$ cat src/rtl/led_sel_pkg.sv
package led_sel_pkg;

  typedef enum logic [1:0] {
    MODE_OFF  = 2'b00,
    MODE_ON   = 2'b01,
    MODE_GEN0 = 2'b10,
    MODE_GEN1 = 2'b11
  } led_mode_e;

  localparam int unsigned MODE_W     = 2;
  localparam int unsigned N_GEN      = 2;
  localparam int unsigned A_PIN_BASE = 0;
  localparam int unsigned A_PSC0     = 2;
  localparam int unsigned A_DUTY0    = 3;
  localparam int unsigned A_PSC1     = 4;
  localparam int unsigned A_DUTY1    = 5;
  localparam int unsigned A_SEL_BASE = 6;
  localparam logic [7:0]  DUTY_RESET = 8'h80;

endpackage

$ cat src/rtl/led_regfile.sv
module led_regfile
  import led_sel_pkg::*;
#(
  parameter int unsigned N_PINS = 16,
  parameter int unsigned REG_W  = 8,
  parameter int unsigned ADDR_W = 8
) (
  input  logic                                 clk,
  input  logic                                 rst_n,
  input  logic                                 we,
  input  logic [ADDR_W-1:0]                    addr,
  input  logic [REG_W-1:0]                     wdata,
  input  logic [N_PINS-1:0]                    pin_in,
  output logic [REG_W-1:0]                     rdata,
  output logic [N_PINS*MODE_W-1:0]             sel_flat,
  output logic [N_GEN-1:0][REG_W-1:0]          psc,
  output logic [N_GEN-1:0][REG_W-1:0]          duty
);

  localparam int unsigned N_SEL = (N_PINS * MODE_W) / REG_W;
  localparam int unsigned N_IN  = N_PINS / REG_W;

  logic [N_SEL-1:0][REG_W-1:0] sel_q;
  logic [N_GEN-1:0][REG_W-1:0] psc_q;
  logic [N_GEN-1:0][REG_W-1:0] duty_q;

  // Address of the prescale / duty register of generator g
  function automatic logic [ADDR_W-1:0] psc_addr(input int unsigned g);
    return ADDR_W'(A_PSC0 + 2 * g);
  endfunction

  function automatic logic [ADDR_W-1:0] duty_addr(input int unsigned g);
    return ADDR_W'(A_DUTY0 + 2 * g);
  endfunction

  always_ff @(posedge clk or negedge rst_n) begin
    if (!rst_n) begin
      sel_q  <= '0;
      psc_q  <= '0;
      for (int g = 0; g < N_GEN; g++) duty_q[g] <= REG_W'(DUTY_RESET);
    end else if (we) begin
      for (int g = 0; g < N_GEN; g++) begin
        if (addr == psc_addr(g))  psc_q[g]  <= wdata;
        if (addr == duty_addr(g)) duty_q[g] <= wdata;
      end
      for (int k = 0; k < N_SEL; k++) begin
        if (addr == ADDR_W'(A_SEL_BASE + k)) sel_q[k] <= wdata;
      end
    end
  end

  always_comb begin
    rdata = '0;
    for (int k = 0; k < N_IN; k++) begin
      if (addr == ADDR_W'(A_PIN_BASE + k)) rdata = pin_in[k*REG_W +: REG_W];
    end
    for (int g = 0; g < N_GEN; g++) begin
      if (addr == psc_addr(g))  rdata = psc_q[g];
      if (addr == duty_addr(g)) rdata = duty_q[g];
    end
    for (int k = 0; k < N_SEL; k++) begin
      if (addr == ADDR_W'(A_SEL_BASE + k)) rdata = sel_q[k];
    end
  end

  assign sel_flat = sel_q;
  assign psc      = psc_q;
  assign duty     = duty_q;

endmodule

$ cat src/rtl/led_blink_gen.sv
module led_blink_gen #(
  parameter int unsigned CNT_W = 8
) (
  input  logic             clk,
  input  logic             rst_n,
  input  logic             base_en,
  input  logic [CNT_W-1:0] psc,
  input  logic [CNT_W-1:0] duty,
  output logic             tick,
  output logic [CNT_W-1:0] phase,
  output logic             active
);

  logic [CNT_W-1:0] pre_q;
  logic [CNT_W-1:0] phase_q;

  // wrap on >= so a lowered prescale value takes hold without a long stall
  assign tick = base_en && (pre_q >= psc);

  always_ff @(posedge clk or negedge rst_n) begin
    if (!rst_n) begin
      pre_q   <= '0;
      phase_q <= '0;
    end else if (base_en) begin
      if (tick) begin
        pre_q   <= '0;
        phase_q <= phase_q + CNT_W'(1);
      end else begin
        pre_q   <= pre_q + CNT_W'(1);
      end
    end
  end

  assign phase  = phase_q;
  assign active = (phase_q < duty);

endmodule

$ cat src/rtl/led_out_mux.sv
module led_out_mux
  import led_sel_pkg::*;
#(
  parameter int unsigned N_PINS = 16
) (
  input  logic [N_PINS*MODE_W-1:0] sel_flat,
  input  logic [N_GEN-1:0]         gen_act,
  output logic [N_PINS-1:0]        oe
);

  for (genvar i = 0; i < N_PINS; i++) begin : g_pin
    led_mode_e mode;
    assign mode = led_mode_e'(sel_flat[i*MODE_W +: MODE_W]);
    always_comb begin
      unique case (mode)
        MODE_OFF:  oe[i] = 1'b0;
        MODE_ON:   oe[i] = 1'b1;
        MODE_GEN0: oe[i] = gen_act[0];
        MODE_GEN1: oe[i] = gen_act[1];
        default:   oe[i] = 1'b0;
      endcase
    end
  end

endmodule

$ cat src/rtl/led_mode_sel.sv
module led_mode_sel
  import led_sel_pkg::*;
#(
  parameter int unsigned N_PINS = 16,
  parameter int unsigned REG_W  = 8,
  parameter int unsigned ADDR_W = 8
) (
  input  logic              clk,
  input  logic              rst_n,
  input  logic              base_en,
  input  logic              reg_we,
  input  logic [ADDR_W-1:0] reg_addr,
  input  logic [REG_W-1:0]  reg_wdata,
  output logic [REG_W-1:0]  reg_rdata,
  input  logic [N_PINS-1:0] pin_in,
  output logic [N_PINS-1:0] led_oe
);

  logic [N_PINS*MODE_W-1:0]     sel_flat;
  logic [N_GEN-1:0][REG_W-1:0]  psc_q;
  logic [N_GEN-1:0][REG_W-1:0]  duty_q;
  logic [N_GEN-1:0][REG_W-1:0]  phase;
  logic [N_GEN-1:0]             tick;
  logic [N_GEN-1:0]             act;

  led_regfile #(
    .N_PINS (N_PINS),
    .REG_W  (REG_W),
    .ADDR_W (ADDR_W)
  ) u_regs (
    .clk      (clk),
    .rst_n    (rst_n),
    .we       (reg_we),
    .addr     (reg_addr),
    .wdata    (reg_wdata),
    .pin_in   (pin_in),
    .rdata    (reg_rdata),
    .sel_flat (sel_flat),
    .psc      (psc_q),
    .duty     (duty_q)
  );

  for (genvar g = 0; g < N_GEN; g++) begin : g_gen
    led_blink_gen #(.CNT_W(REG_W)) u_gen (
      .clk     (clk),
      .rst_n   (rst_n),
      .base_en (base_en),
      .psc     (psc_q[g]),
      .duty    (duty_q[g]),
      .tick    (tick[g]),
      .phase   (phase[g]),
      .active  (act[g])
    );
  end

  led_out_mux #(.N_PINS(N_PINS)) u_mux (
    .sel_flat (sel_flat),
    .gen_act  (act),
    .oe       (led_oe)
  );

endmodule

$ cat config.mk
export PLATFORM = sky130hd
export DESIGN_NAME = led_mode_sel
export DESIGN_NICKNAME = d
export VERILOG_FILES = /design/src/rtl/led_sel_pkg.sv /design/src/rtl/led_regfile.sv /design/src/rtl/led_blink_gen.sv /design/src/rtl/led_out_mux.sv /design/src/rtl/led_mode_sel.sv
export SDC_FILE = /design/constraint.sdc
export NUM_CORES = 1
export LEC_CHECK = 0
export BUFFER_PORTS_ARGS = -buffer_cell sky130_fd_sc_hd__buf_2
export CORE_ASPECT_RATIO = 1.1
export CORE_MARGIN = 2
export CORE_UTILIZATION = 60
export DETAILED_ROUTE_END_ITERATION = 7
export GPL_ROUTABILITY_DRIVEN = 0
export GPL_TIMING_DRIVEN = 0
export PLACE_DENSITY = 0.91
export SLEW_MARGIN = 20
export SYNTH_ARGS = -nofsm -noshare
export SYNTH_HDL_FRONTEND = slang
export SYNTH_SLANG_ARGS = --single-unit
$ cat constraint.sdc
create_clock -name clk -period 2.95 [get_ports clk]
set_input_delay 0 -clock clk [delete_from_list [all_inputs] [get_ports clk]]
set_output_delay 0 -clock clk [all_outputs]
set_load 0.02 [all_outputs]
==> Flow_metrics.wiki, run 1 <==
{| class="wikitable"
! Metric !! Value
|-
| Result of the run || finished, final reports clean
|-
| Crit share post-route || 95.5%
|-
| Proportion of synthesized area in mux cells || 15.4%
|-
| Floorplan die height || 108 µm
|-
| Maximum achievable frequency || 0.355 GHz
|-
| Complex-gate fraction of the synthesized area || 13.9%
|-
| Unrepaired setup endpoints after global routing || no
|-
| Part of the power in combinational logic || 30.4%
|-
| Synth top area cells || sky130_fd_sc_hd__dfrtp_1, sky130_fd_sc_hd__mux2_2, sky130_fd_sc_hd__ha_1
|-
| Dominant register cell in the synthesized netlist || sky130_fd_sc_hd__dfrtp_1
|-
| Synthesized-area fraction occupied by adder cells || 7.19%
|-
| Post-synthesis share of cell area spent on xor and xnor gates || 2.81%
|-
| Number of clock sinks || 96
|-
| Worst Hold End || u_regs.psc[8]$_DFFE_PN0P_
|-
| Final worst-path setup slack || 133 ps
|-
| Via count || 5175
|-
| Crit. End Element || output pin
|-
| Post-CTS clock slew at the launch and capture registers of the worst setup and hold paths || 90 ps
|-
| Final core utilization || 68.4%
|-
| Detail-routed via count per cell || 6.40
|-
| Total of max-cap violations || 0
|-
| Crit-path max FO || 10
|-
| Share of power burned in the clock network || 22.0%
|-
| CTS Root Buffer Type || sky130_fd_sc_hd__clkbuf_8
|-
| Starting density of the core || 60.7%
|-
| Setup violators final || 0
|-
| Shortest period the worst path allows || 2820 ps
|-
| Worst vdd ir || 0.292 mV
|-
| Number of pins with negative max-slew slack in the final report || 0
|-
| Worst setup timing slack at the placement stage || 25.4 ps
|-
| Netlist Area Pre-Place || 5910 µm²
|-
| Total of buffers placed on input and output ports || 58
|-
| Routed WL || 15.7 mm
|-
| EDFF count, synth || 0
|-
| Number of clock buffers inserted by TritonCTS || 9
|-
| Synthesis-stage register bit count || 96
|-
| Beginning of the worst hold path || reg_wdata[0]
|-
| Worst hold stages || 2
|-
| Number of H-tree branching levels || 3
|-
| Antenna violations before repair || 0
|-
| Cell accounting for the most synthesized area || sky130_fd_sc_hd__dfrtp_1
|-
| Total half-perimeter wirelength after legalization and detailed placement || 11.7 mm
|-
| Placeable core region || 9750 µm²
|-
| Syn_nets || 674
|-
| GR Overflow Total || 0
|-
| Crit path launch type || register
|-
| R2R Setup Slk || 510 ps
|-
| P&R area growth vs syn || 12.7%
|-
| Net switching fraction of the power || 37.2%
|-
| Most common cell after layout, fill and taps aside || sky130_fd_sc_hd__dfrtp_1
|-
| Type of the worst setup path || reg2out
|-
| Startpoint of the lowest-slack register-to-register path || g_gen[0].u_gen.pre_q[0]$_DFFE_PN0P_
|-
| Post-synthesis instance total || 604
|-
| Fraction of registers with async set/reset || 100%
|-
| Part of the power in registers || 47.6%
|-
| Number of placed instances with taps included || 783
|-
| WL/cell || 19.4 µm
|-
| Path class of the lowest-slack min-delay path || in2reg
|-
| Net switching power of the design || 1.31 mW
|-
| Mean post-synth cell area || 9.79 µm²
|-
| Number of DRC violations after detailed routing || 0
|-
| Clock latency on the worst-skew pair || 370 ps
|-
| Highest-count cells in the layout ignoring fill and taps || sky130_fd_sc_hd__dfrtp_1, sky130_fd_sc_hd__mux2_2, sky130_fd_sc_hd__buf_2
|-
| Number of nets in the layout || 754
|-
| Post-synth cell types || 55
|-
| Share of Yosys cell area claimed by the top area cell type || 39.8%
|-
| Top Ports || 60
|-
| Row Count || 38
|-
| Basic-gate share of the synthesized area counting and, or, nand and nor cells || 15.1%
|-
| Static Leakage || 3.11 nW
|-
| Antenna diodes || 0
|-
| Final Instance Count excl. Fillers || 809
|-
| Maximum buffer depth of the clock tree || 2
|-
| Dominant combinational cell family by area after synthesis || multiplexers
|-
| Layout cells sized above 1 || 23.7%
|-
| Measured slew at the worst slew-check pin || 820 ps
|-
| Power Dens Cells || 527 nW/µm²
|-
| Residual antenna-violating net count after detailed routing || 0
|-
| Pin count of the biggest net entering global routing || 68
|-
| Synth warn || 0
|-
| Worst reg2reg endpoint || g_gen[0].u_gen.phase[1]$_DFFE_PN0P_
|-
| Via count of the first global-routing pass || 5078
|-
| Router iterations before antenna repair || 5
|-
| Final hold violations || 0
|-
| Rel. slew slack || 44.6%
|-
| Total negative slack || 0 ps
|-
| Die area || 10700 µm²
|-
| Setup Skew || 10.8 ps
|-
| Overall die width || 98.7 µm
|-
| Fillers || 680
|-
| Detailed router's first-iteration violation count || 535
|-
| Sequential element share of the synthesized area || 40.7%
|-
| Internal power of the cells || 2.21 mW
|-
| First-pass GRT wire length || 25.2 mm
|-
| Cells on worst reg2reg path || 7
|-
| Worst endpoint data arrival time || 2820 ps
|-
| CTS tree || done
|-
| Worst Path Required || 2950 ps
|-
| GRT Util Overall || 30.0%
|}
[final cells by class]
cell class	count	area (µm²)	share of cell area (%)
plain buffers	24	98.8	1.48
clock buffers	11	131	1.97
clock inverters	5	33.8	0.507
inverters	52	195	2.93
multi-input cells	432	3230	48.5
flip-flops and latches	96	2400	36.1
well taps	120	150	2.25
repair buffers	69	419	6.29
[per-layer routing]
metal,vias to the layer above,part of all wire [%],global-route usage [%]
li1,2329,-,-
met5,-,0,0
met3,59,8.0,5.11
met4,0,4.4,15.3
met1,2482,39,38.3
met2,305,49,49.7
[flip-flops by register name, summed over array words and instances, names as in the netlist]
signal             flops
g_gen.u_gen.pre_q     16
u_regs.sel_flat       32
u_regs.duty           16
u_regs.psc            16
g_gen.u_gen.phase     16
[power by group through the flow]
stage	Sequential [mW]	Clock (mW)	Combinational, mW
after CTS	1.67	0.785	1.06
final	1.67	0.772	1.07
after floorplan	1.63	0	0.728
after global routing	1.70	0.841	1.18
after global placement	1.67	0	0.959
after detailed placement	1.69	0	1.04
[Yosys cell counts, types with 2 or more instances]
| library cell | count |
|---|---|
| sky130_fd_sc_hd__nor2_2 | 2 |
| sky130_fd_sc_hd__o31ai_1 | 19 |
| sky130_fd_sc_hd__nand4_1 | 6 |
| sky130_fd_sc_hd__a211o_1 | 2 |
| sky130_fd_sc_hd__nor3b_1 | 3 |
| sky130_fd_sc_hd__nand3_1 | 19 |
| sky130_fd_sc_hd__a22o_1 | 3 |
| sky130_fd_sc_hd__nand2_1 | 58 |
| sky130_fd_sc_hd__mux2i_1 | 17 |
| sky130_fd_sc_hd__o22ai_1 | 7 |
| sky130_fd_sc_hd__ha_1 | 34 |
| sky130_fd_sc_hd__a22oi_1 | 2 |
| sky130_fd_sc_hd__o311ai_0 | 3 |
| sky130_fd_sc_hd__clkbuf_1 | 16 |
| sky130_fd_sc_hd__a41oi_1 | 2 |
| sky130_fd_sc_hd__nor3_1 | 17 |
| sky130_fd_sc_hd__nand2b_1 | 5 |
| sky130_fd_sc_hd__nor2b_1 | 5 |
| sky130_fd_sc_hd__xor2_1 | 13 |
| sky130_fd_sc_hd__buf_1 | 4 |
| sky130_fd_sc_hd__nor2_4 | 2 |
| sky130_fd_sc_hd__nor2_1 | 24 |
| sky130_fd_sc_hd__dfstp_2 | 2 |
| sky130_fd_sc_hd__nand3b_1 | 2 |
| sky130_fd_sc_hd__mux2_2 | 64 |
| sky130_fd_sc_hd__nor4_1 | 4 |
| sky130_fd_sc_hd__inv_1 | 52 |
| sky130_fd_sc_hd__a21oi_1 | 26 |
| sky130_fd_sc_hd__dfrtp_1 | 94 |
| sky130_fd_sc_hd__buf_2 | 3 |
| sky130_fd_sc_hd__o21ai_0 | 28 |
| sky130_fd_sc_hd__a21o_1 | 5 |
| sky130_fd_sc_hd__o211ai_1 | 16 |
| sky130_fd_sc_hd__a211oi_1 | 2 |
| sky130_fd_sc_hd__xnor2_1 | 6 |
| sky130_fd_sc_hd__or3b_2 | 3 |
| sky130_fd_sc_hd__nor3b_2 | 2 |
| sky130_fd_sc_hd__nor4b_1 | 2 |
| sky130_fd_sc_hd__o21a_1 | 5 |
| sky130_fd_sc_hd__and3_1 | 10 |
[cell families (layout without fill, tap and decap cells)]
group | count (synthesis) | count (layout)
XOR/XNOR | 19 | 19
multiplexers | 82 | 82
AND/OR/NAND/NOR | 171 | 171
buffers and inverters | 76 | 161
AO/OA/AOI/OAI | 126 | 126
adder cells (fa/ha/maj) | 34 | 34
flip-flops | 96 | 96
[worst max-delay path: stages, from the launching register on]
cell	delay (ps)
sky130_fd_sc_hd__dfrtp_1	400
sky130_fd_sc_hd__inv_1	70
sky130_fd_sc_hd__ha_1	280
sky130_fd_sc_hd__a211o_1	270
sky130_fd_sc_hd__a211o_1	270
sky130_fd_sc_hd__a21o_1	330
sky130_fd_sc_hd__clkbuf_1	300
sky130_fd_sc_hd__o31ai_1	300
sky130_fd_sc_hd__buf_2	220
[repair_timing]
action / in CTS / in global routing
resized for setup: 3 / 0
pin swaps: 0 / 1
endpoints found under the hold margin: 102 / 0
cloned: 0 / 0
hold buffers: 8 / 0
endpoints found under the setup margin: 10 / 5
buffers inserted: 0 / 2
[through the flow]
stage | hold slack [ps] | total power, mW | instance area [µm²]
5_1_grt | 21.5 | 3.72 | 6670
3_5_place_dp | -105 | 2.73 | 6390
6_report | 38.5 | 3.52 | 6670
3_3_place_gp | 315 | 2.63 | 6350
2_1_floorplan | -296 | 2.36 | 5910
4_1_cts | 14.4 | 3.51 | 6650
[worst max path at each step]
stage                             to                                start  slack (ps)  depth (start not counted)
final                     led_oe[15]           u_regs.duty[1]$_DFFE_PN0P_         130                          8
after global routing      led_oe[15]          u_regs.duty[10]$_DFFE_PN0P_         0.1                          9
after CTS                 led_oe[15]  g_gen[1].u_gen.phase[2]$_DFFE_PN0P_         130                          8
after detailed placement  led_oe[15]  g_gen[1].u_gen.phase[2]$_DFFE_PN0P_          30                          8
after global placement    led_oe[15]  g_gen[1].u_gen.phase[2]$_DFFE_PN0P_         160                          8
after floorplan           led_oe[10]  g_gen[1].u_gen.phase[2]$_DFFE_PN0P_         750                          7
Note: power is estimated with default switching activity, not from simulation.
==> inputs of run 2 (changes only) <==
--- a/config.mk
+++ b/config.mk
@@ -5,6 +5,7 @@
 export SDC_FILE = /design/constraint.sdc
 export NUM_CORES = 1
 export LEC_CHECK = 0
+export ABC_AREA = 1
 export BUFFER_PORTS_ARGS = -buffer_cell sky130_fd_sc_hd__buf_2
 export CORE_ASPECT_RATIO = 1.1
 export CORE_MARGIN = 2
==> run 2 against run 1 <==
Power grew 5.9%; cell count up 20%; clock skew is 7.8 ps higher; design area fell by 1.9%; core utilization is 1.2 points higher; die area fell by 1.2%; combinational power grew 9%; fmax up 3.7%; first-iteration DRC count rose by 5.0%; sequential share of layout area grew 0.71 points; sequential cell count stayed put; non-clock buffer count fell by 12; critical path type unchanged.
==> Flow_metrics.wiki, run 2 <==
{| class="wikitable"
! Metric !! Value
|-
| Result of the run || finished, final reports clean
|-
| R2R Setup Slk || 990 ps
|-
| Top Ports || 60
|-
| Static Leakage || 3.13 nW
|-
| CTS tree || done
|-
| Worst vdd ir || 0.305 mV
|-
| Worst endpoint data arrival time || 2720 ps
|-
| Highest-count cells in the layout ignoring fill and taps || sky130_fd_sc_hd__nand2_1, sky130_fd_sc_hd__dfrtp_1, sky130_fd_sc_hd__inv_1
|-
| Type of the worst setup path || reg2out
|-
| Worst Hold End || u_regs.sel_flat[31]$_DFFE_PN0P_
|-
| Startpoint of the lowest-slack register-to-register path || u_regs.psc[1]$_DFFE_PN0P_
|-
| Routed WL || 15.3 mm
|-
| Power Dens Cells || 569 nW/µm²
|-
| Pin count of the biggest net entering global routing || 64
|-
| Worst reg2reg endpoint || g_gen[0].u_gen.phase[3]$_DFFE_PN0P_
|-
| Total of max-cap violations || 0
|-
| Fraction of registers with async set/reset || 100%
|-
| Measured slew at the worst slew-check pin || 524 ps
|-
| Number of pins with negative max-slew slack in the final report || 0
|-
| Worst Path Required || 2950 ps
|-
| Starting density of the core || 62.1%
|-
| Worst setup timing slack at the placement stage || 694 ps
|-
| Max stage delay on crit path || 550 ps
|-
| Crit. End Element || output pin
|-
| Setup violators final || 0
|-
| GR Overflow Total || 0
|-
| Number of clock sinks || 96
|-
| Category of cells accounting for the largest share of critical-path delay || compound AO/OA/AOI/OAI gates
|-
| Crit path launch type || register
|-
| Maximum achievable frequency || 0.368 GHz
|-
| Mean post-synth cell area || 7.52 µm²
|-
| Worst hold stages || 4
|-
| Via count || 5540
|-
| Synth warn || 0
|-
| Netlist Area Pre-Place || 5840 µm²
|-
| Total negative slack || 0 ps
|-
| Shortest period the worst path allows || 2720 ps
|-
| Dominant cell type by count on the critical path || sky130_fd_sc_hd__a21oi_1
|-
| Residual antenna-violating net count after detailed routing || 0
|-
| GRT Util Overall || 29.6%
|-
| Antenna diodes || 0
|-
| Synthesis-stage register bit count || 96
|-
| Syn_nets || 847
|-
| Row Count || 37
|-
| Total half-perimeter wirelength after legalization and detailed placement || 11.2 mm
|-
| Detail-routed via count per cell || 5.71
|-
| Post-Route Hold Slack || 70.9 ps
|-
| Layout cells sized above 1 || 15.3%
|-
| Setup Buffers After CTS || 0
|-
| Antenna violations before repair || 0
|-
| Rel. slew slack || 65.0%
|-
| Synth top area cells || sky130_fd_sc_hd__dfrtp_1, sky130_fd_sc_hd__nand2_1, sky130_fd_sc_hd__ha_1
|-
| Number of nets in the layout || 919
|-
| Floorplan die height || 107 µm
|-
| Number of clock buffers inserted by TritonCTS || 9
|-
| Cells on worst reg2reg path || 13
|-
| Critical-path cell with the highest stage delay || sky130_fd_sc_hd__dfstp_2
|-
| Unrepaired setup endpoints after global routing || no
|-
| Post-synth cell types || 31
|-
| Via count of the first global-routing pass || 5084
|-
| Most common cell in the netlist || sky130_fd_sc_hd__nand2_1
|-
| P&R area growth vs syn || 12.0%
|-
| Placeable core region || 9400 µm²
|-
| Final worst-path setup slack || 233 ps
|-
| Largest register FFs || 32
|-
| Crit-path max FO || 10
|-
| Die area || 10500 µm²
|-
| Post-synthesis instance total || 777
|-
| Commonest cells post-synth || sky130_fd_sc_hd__nand2_1, sky130_fd_sc_hd__dfrtp_1, sky130_fd_sc_hd__inv_1
|-
| Dominant register cell in the synthesized netlist || sky130_fd_sc_hd__dfrtp_1
|-
| Overall die width || 98.1 µm
|-
| Maximum buffer depth of the clock tree || 2
|-
| Beginning of the worst hold path || reg_we
|-
| WL/cell || 15.7 µm
|-
| Router iterations before antenna repair || 7
|-
| Number of H-tree branching levels || 3
|-
| Total of buffers placed on input and output ports || 58
|-
| Most common cell after layout, fill and taps aside || sky130_fd_sc_hd__nand2_1
|-
| Post-CTS clock slew at the launch and capture registers of the worst setup and hold paths || 100 ps
|-
| Clock latency on the worst-skew pair || 370 ps
|-
| Cell accounting for the most synthesized area || sky130_fd_sc_hd__dfrtp_1
|-
| EDFF count, synth || 0
|-
| Sequential element share of the synthesized area || 41.2%
|-
| CTS Root Buffer Type || sky130_fd_sc_hd__clkbuf_8
|-
| Share of Yosys cell area claimed by the top area cell type || 40.3%
|-
| Number of buffer and inverter instances along the worst setup path || 3
|-
| Number of DRC violations after detailed routing || 0
|-
| Final hold violations || 0
|-
| First-pass GRT wire length || 24.6 mm
|-
| Detailed router's first-iteration violation count || 562
|-
| Critical path, cell by cell || inv_1, ha_1, a21oi_1, o21a_1, clkbuf_1, nand3_1, a21oi_1, buf_2
|-
| Path class of the lowest-slack min-delay path || in2reg
|-
| Setup Skew || 18.6 ps
|-
| Crit share post-route || 92.1%
|}
## run 2: cell count changes after synthesis, sizes merged, moves of 10 or more
cell / before / now
mux2: 64 / 0
nand3: 19 / 53
and3: 10 / 0
a21oi: 26 / 49
mux2i: 17 / 0
buf: 8 / 18
nand2: 59 / 242
clkbuf: 16 / 2
o21ai: 28 / 76
o211ai: 16 / 0
inv: 52 / 96
o31ai: 19 / 0
nor2: 28 / 52
nand4: 6 / 18
## run 2: how the worst max path moves through the flow
| stage | from | end | slack (ps) | depth (start not counted) |
|---|---|---|---|---|
| after global placement | u_regs.duty[7]$_DFFE_PN1P_ | led_oe[7] | 720 | 8 |
| after global routing | u_regs.duty[7]$_DFFE_PN1P_ | led_oe[6] | 70 | 8 |
| after CTS | u_regs.duty[7]$_DFFE_PN1P_ | led_oe[7] | 280 | 8 |
| after floorplan | u_regs.duty[7]$_DFFE_PN1P_ | led_oe[10] | 1000 | 7 |
| final | u_regs.duty[7]$_DFFE_PN1P_ | led_oe[7] | 230 | 8 |
| after detailed placement | u_regs.duty[7]$_DFFE_PN1P_ | led_oe[7] | 690 | 8 |
## run 2: what timing repair did
action                    CTS  global route
hold endpoints to repair   99             0
resized for setup           0             0
hold buffers                2             0
## run 2: cells by family (layout without fill, tap and decap cells)
family | after synthesis | in the layout | synth area share (%)
and+or+nand+nor | 382 | 382 | 28.7
AOI/OAI and AO/OA | 131 | 131 | 12.0
buffers and inverters | 116 | 193 | 8.10
DFF | 96 | 96 | 41.2
adders and majority gates | 34 | 34 | 7.28
xor gates and xnor gates | 18 | 18 | 2.70
## run 2: per-layer routing
metal	share of wire [%]	GRT usage [%]
met3	8.1	5.71
met5	0	0
met1	40	37.4
met4	3.1	11.7
met2	49	50.4
## run 2: cell type report
cell class	instances	area, µm²
clock inverter	4	52.6
fill	758	2860
tap	117	146
clock buffer	12	155
sequential	96	2400
inverter	96	360
multi-input combinational	565	2960
buffer	20	113
timing repair buffer	61	344
## run 2: tightest hold or removal path: stages
cell and delay (ps):
sky130_fd_sc_hd__buf_4 170, sky130_fd_sc_hd__nand2_4 120, sky130_fd_sc_hd__nand2_1 70, sky130_fd_sc_hd__o21ai_2 50
## run 2: through the flow
stage,cells,cell area [µm²],utilization [%],total power [mW]
global placement,952,6280,66.8,2.75
floorplan,777,5840,-,2.43
global route,971,6540,69.6,3.95
detailed placement,953,6310,67.2,2.81
CTS,971,6540,69.6,3.71
finish,971,6540,69.6,3.72
## run 2: where the power goes
group	switching [mW]	internal, mW	leakage [nW]
logic	0.772	0.398	1.72
registers	0.188	1.46	1.31
clock network	0.466	0.441	0.107
total	1.43	2.30	3.13
==> inputs of run 3 (changes only) <==
--- a/config.mk
+++ b/config.mk
@@ -12,8 +12,9 @@
 export CORE_UTILIZATION = 60
 export DETAILED_ROUTE_END_ITERATION = 7
 export GPL_ROUTABILITY_DRIVEN = 0
-export GPL_TIMING_DRIVEN = 0
+export GPL_TIMING_DRIVEN = 1
 export PLACE_DENSITY = 0.91
+export RECOVER_POWER = 100
 export SLEW_MARGIN = 20
 export SYNTH_ARGS = -nofsm -noshare
 export SYNTH_HDL_FRONTEND = slang
==> run 3 against run 2 <==
The run now ends with capacitance limit, slew limit left; cell count shrank 1.6%; largest cell class unchanged; clock power up 2%; via count is 1.8% lower; sequential cell count unchanged; critical endpoint unchanged; register-to-register slack lost 440 ps; die area is the same.
==> Flow_metrics.wiki, run 3 (synthesis results as in run 2) <==
{| class="wikitable"
! Metric !! Value
|-
| Setup violators final || 0
|-
| Part of the power in registers || 44.9%
|-
| Result of the run || complete, but fails checks
|-
| Crit path launch type || register
|-
| First-pass GRT wire length || 23.6 mm
|-
| Final Instance Count excl. Fillers || 955
|-
| Total of max-cap violations || 1
|-
| Number of DRC violations after detailed routing || 0
|-
| Footprint of the multi-input gates || 2870 µm²
|-
| Cells resized by post-CTS repair || 0
|-
| Worst setup timing slack at the placement stage || 802 ps
|-
| GRT Util Overall || 28.2%
|-
| Unrepaired setup endpoints after global routing || no
|-
| Detail-routed via count per cell || 5.70
|-
| Router iterations before antenna repair || 5
|-
| P&R area growth vs syn || 7.80%
|-
| Power Dens Cells || 579 nW/µm²
|-
| Share of power burned in the clock network || 25.4%
|-
| Net switching power of the design || 1.43 mW
|-
| Crit. End Element || output pin
|-
| Path class of the lowest-slack min-delay path || in2reg
|-
| Post-CTS clock slew at the launch and capture registers of the worst setup and hold paths || 100 ps
|-
| WL/cell || 15.3 µm
|-
| Static Leakage || 2.91 nW
|-
| Total half-perimeter wirelength after legalization and detailed placement || 10.6 mm
|-
| Pin count of the biggest net entering global routing || 39
|-
| CTS Root Buffer Type || sky130_fd_sc_hd__clkbuf_8
|-
| Type of the worst setup path || reg2out
|-
| Via count of the first global-routing pass || 5008
|-
| Placeable core region || 9400 µm²
|-
| Total negative slack || 0 ps
|-
| Crit-path max FO || 16
|-
| FF+latch area || 2400 µm²
|-
| Part of the power in combinational logic || 29.7%
|-
| Maximum achievable frequency || 0.377 GHz
|-
| Highest-count cells in the layout ignoring fill and taps || sky130_fd_sc_hd__nand2_1, sky130_fd_sc_hd__dfrtp_1, sky130_fd_sc_hd__inv_1
|-
| Violations in the final reports || capacitance limit, slew limit
|-
| Net switching fraction of the power || 39.4%
|-
| Antenna diodes || 0
|-
| Total of buffers placed on input and output ports || 59
|-
| Rel. slew slack || -45.2%
|-
| Layout cells sized above 1 || 8.35%
|-
| Clock latency on the worst-skew pair || 380 ps
|-
| Worst hold stages || 3
|-
| Worst endpoint data arrival time || 2650 ps
|-
| Worst Path Required || 2950 ps
|-
| R2R Setup Slk || 550 ps
|-
| Most common cell after layout, fill and taps aside || sky130_fd_sc_hd__nand2_1
|-
| Measured slew at the worst slew-check pin || 2180 ps
|-
| Number of clock buffers inserted by TritonCTS || 9
|-
| CTS tree || done
|-
| Maximum buffer depth of the clock tree || 2
|-
| Residual antenna-violating net count after detailed routing || 0
|-
| Startpoint of the lowest-slack register-to-register path || g_gen[1].u_gen.pre_q[1]$_DFFE_PN0P_
|-
| Overall die width || 98.1 µm
|-
| Detailed router's first-iteration violation count || 463
|-
| Number of H-tree branching levels || 3
|-
| Final core utilization || 67.0%
|-
| Shortest period the worst path allows || 2650 ps
|-
| Routed WL || 14.7 mm
|-
| Final worst-path setup slack || 297 ps
|-
| Number of placed instances with taps included || 937
|-
| Number of pins with negative max-slew slack in the final report || 39
|-
| Antenna violations before repair || 0
|-
| Internal power of the cells || 2.21 mW
|-
| GR Overflow Total || 0
|-
| Floorplan die height || 107 µm
|-
| Starting density of the core || 62.1%
|-
| Cells on worst reg2reg path || 12
|-
| Fillers || 765
|-
| Beginning of the worst hold path || reg_wdata[7]
|-
| Die area || 10500 µm²
|-
| Number of clock sinks || 96
|-
| Setup Skew || 19.4 ps
|-
| Row Count || 37
|-
| Crit share post-route || 89.9%
|-
| Worst vdd ir || 0.374 mV
|-
| Final hold violations || 0
|-
| Worst Hold End || u_regs.duty[7]$_DFFE_PN1P_
|-
| Worst reg2reg endpoint || g_gen[1].u_gen.phase[1]$_DFFE_PN0P_
|-
| Number of nets in the layout || 903
|-
| Top Ports || 60
|-
| Via count || 5443
|-
| Largest register FFs || 32
|}
run 3: power groups by stage:
stage                     clock (mW)  sequential (mW)  combinational (mW)
after floorplan                    0             1.60               0.827
after global placement             0             1.65                1.06
after detailed placement           0             1.65                1.10
after CTS                      0.923             1.63                1.10
after global routing           0.974             1.66                1.23
final                          0.926             1.63                1.08
run 3: worst max path at each step:
stage / from / end / slack (ps) / cells after the start
global placement: u_regs.duty[15]$_DFFE_PN1P_ / led_oe[9] / 910 / 8
finish: u_regs.duty[15]$_DFFE_PN1P_ / led_oe[7] / 300 / 8
CTS: u_regs.duty[15]$_DFFE_PN1P_ / led_oe[2] / 400 / 8
global route: rst_n / u_regs.psc[12]$_DFFE_PN0P_ / 100 / 3
detailed placement: u_regs.duty[15]$_DFFE_PN1P_ / led_oe[2] / 800 / 8
floorplan: u_regs.duty[7]$_DFFE_PN1P_ / led_oe[10] / 1000 / 7
run 3: layer usage:
metal / share of wire, % / wire, µm / vias up / GRT usage, %
li1: - / - / 2623 / -
met1: 42 / 6120 / 2530 / 36.9
met2: 48 / 6970 / 247 / 46.6
met3: 7.3 / 1070 / 43 / 3.90
met4: 3.3 / 488 / 0 / 13.1
met5: 0 / 0 / - / 0
run 3: layout make-up:
class,instances,area share (%)
Multi-Input combinational cell,565,45.6
Sequential cell,96,38.2
Clock buffer,9,1.97
Tap cell,117,2.33
Inverter,96,5.72
Clock inverter,7,1.39
Timing Repair Buffer,65,4.83
run 3: critical path: stages, from the launching register on:
cell,delay (ps)
sky130_fd_sc_hd__dfstp_2,540
sky130_fd_sc_hd__inv_1,60
sky130_fd_sc_hd__ha_1,290
sky130_fd_sc_hd__nand2_1,70
sky130_fd_sc_hd__inv_1,50
sky130_fd_sc_hd__nand4_1,670
sky130_fd_sc_hd__a21oi_1,360
sky130_fd_sc_hd__a21oi_1,60
sky130_fd_sc_hd__clkbuf_1,180
run 3: repair_timing:
item / 4_1_cts / 5_1_grt
endpoints found under the hold margin: 40 / 0
hold buffers: 2 / 0
setup buffers: 0 / 0
run 3: through the flow:
step | instance area (µm²) | hold WS (ps) | power, mW
2_1_floorplan | 5840 | -296 | 2.43
3_3_place_gp | 6200 | 0.224 | 2.70
3_5_place_dp | 6200 | 2.42 | 2.75
4_1_cts | 6430 | 73.2 | 3.66
5_1_grt | 6300 | 66.5 | 3.86
6_report | 6300 | 60.1 | 3.64
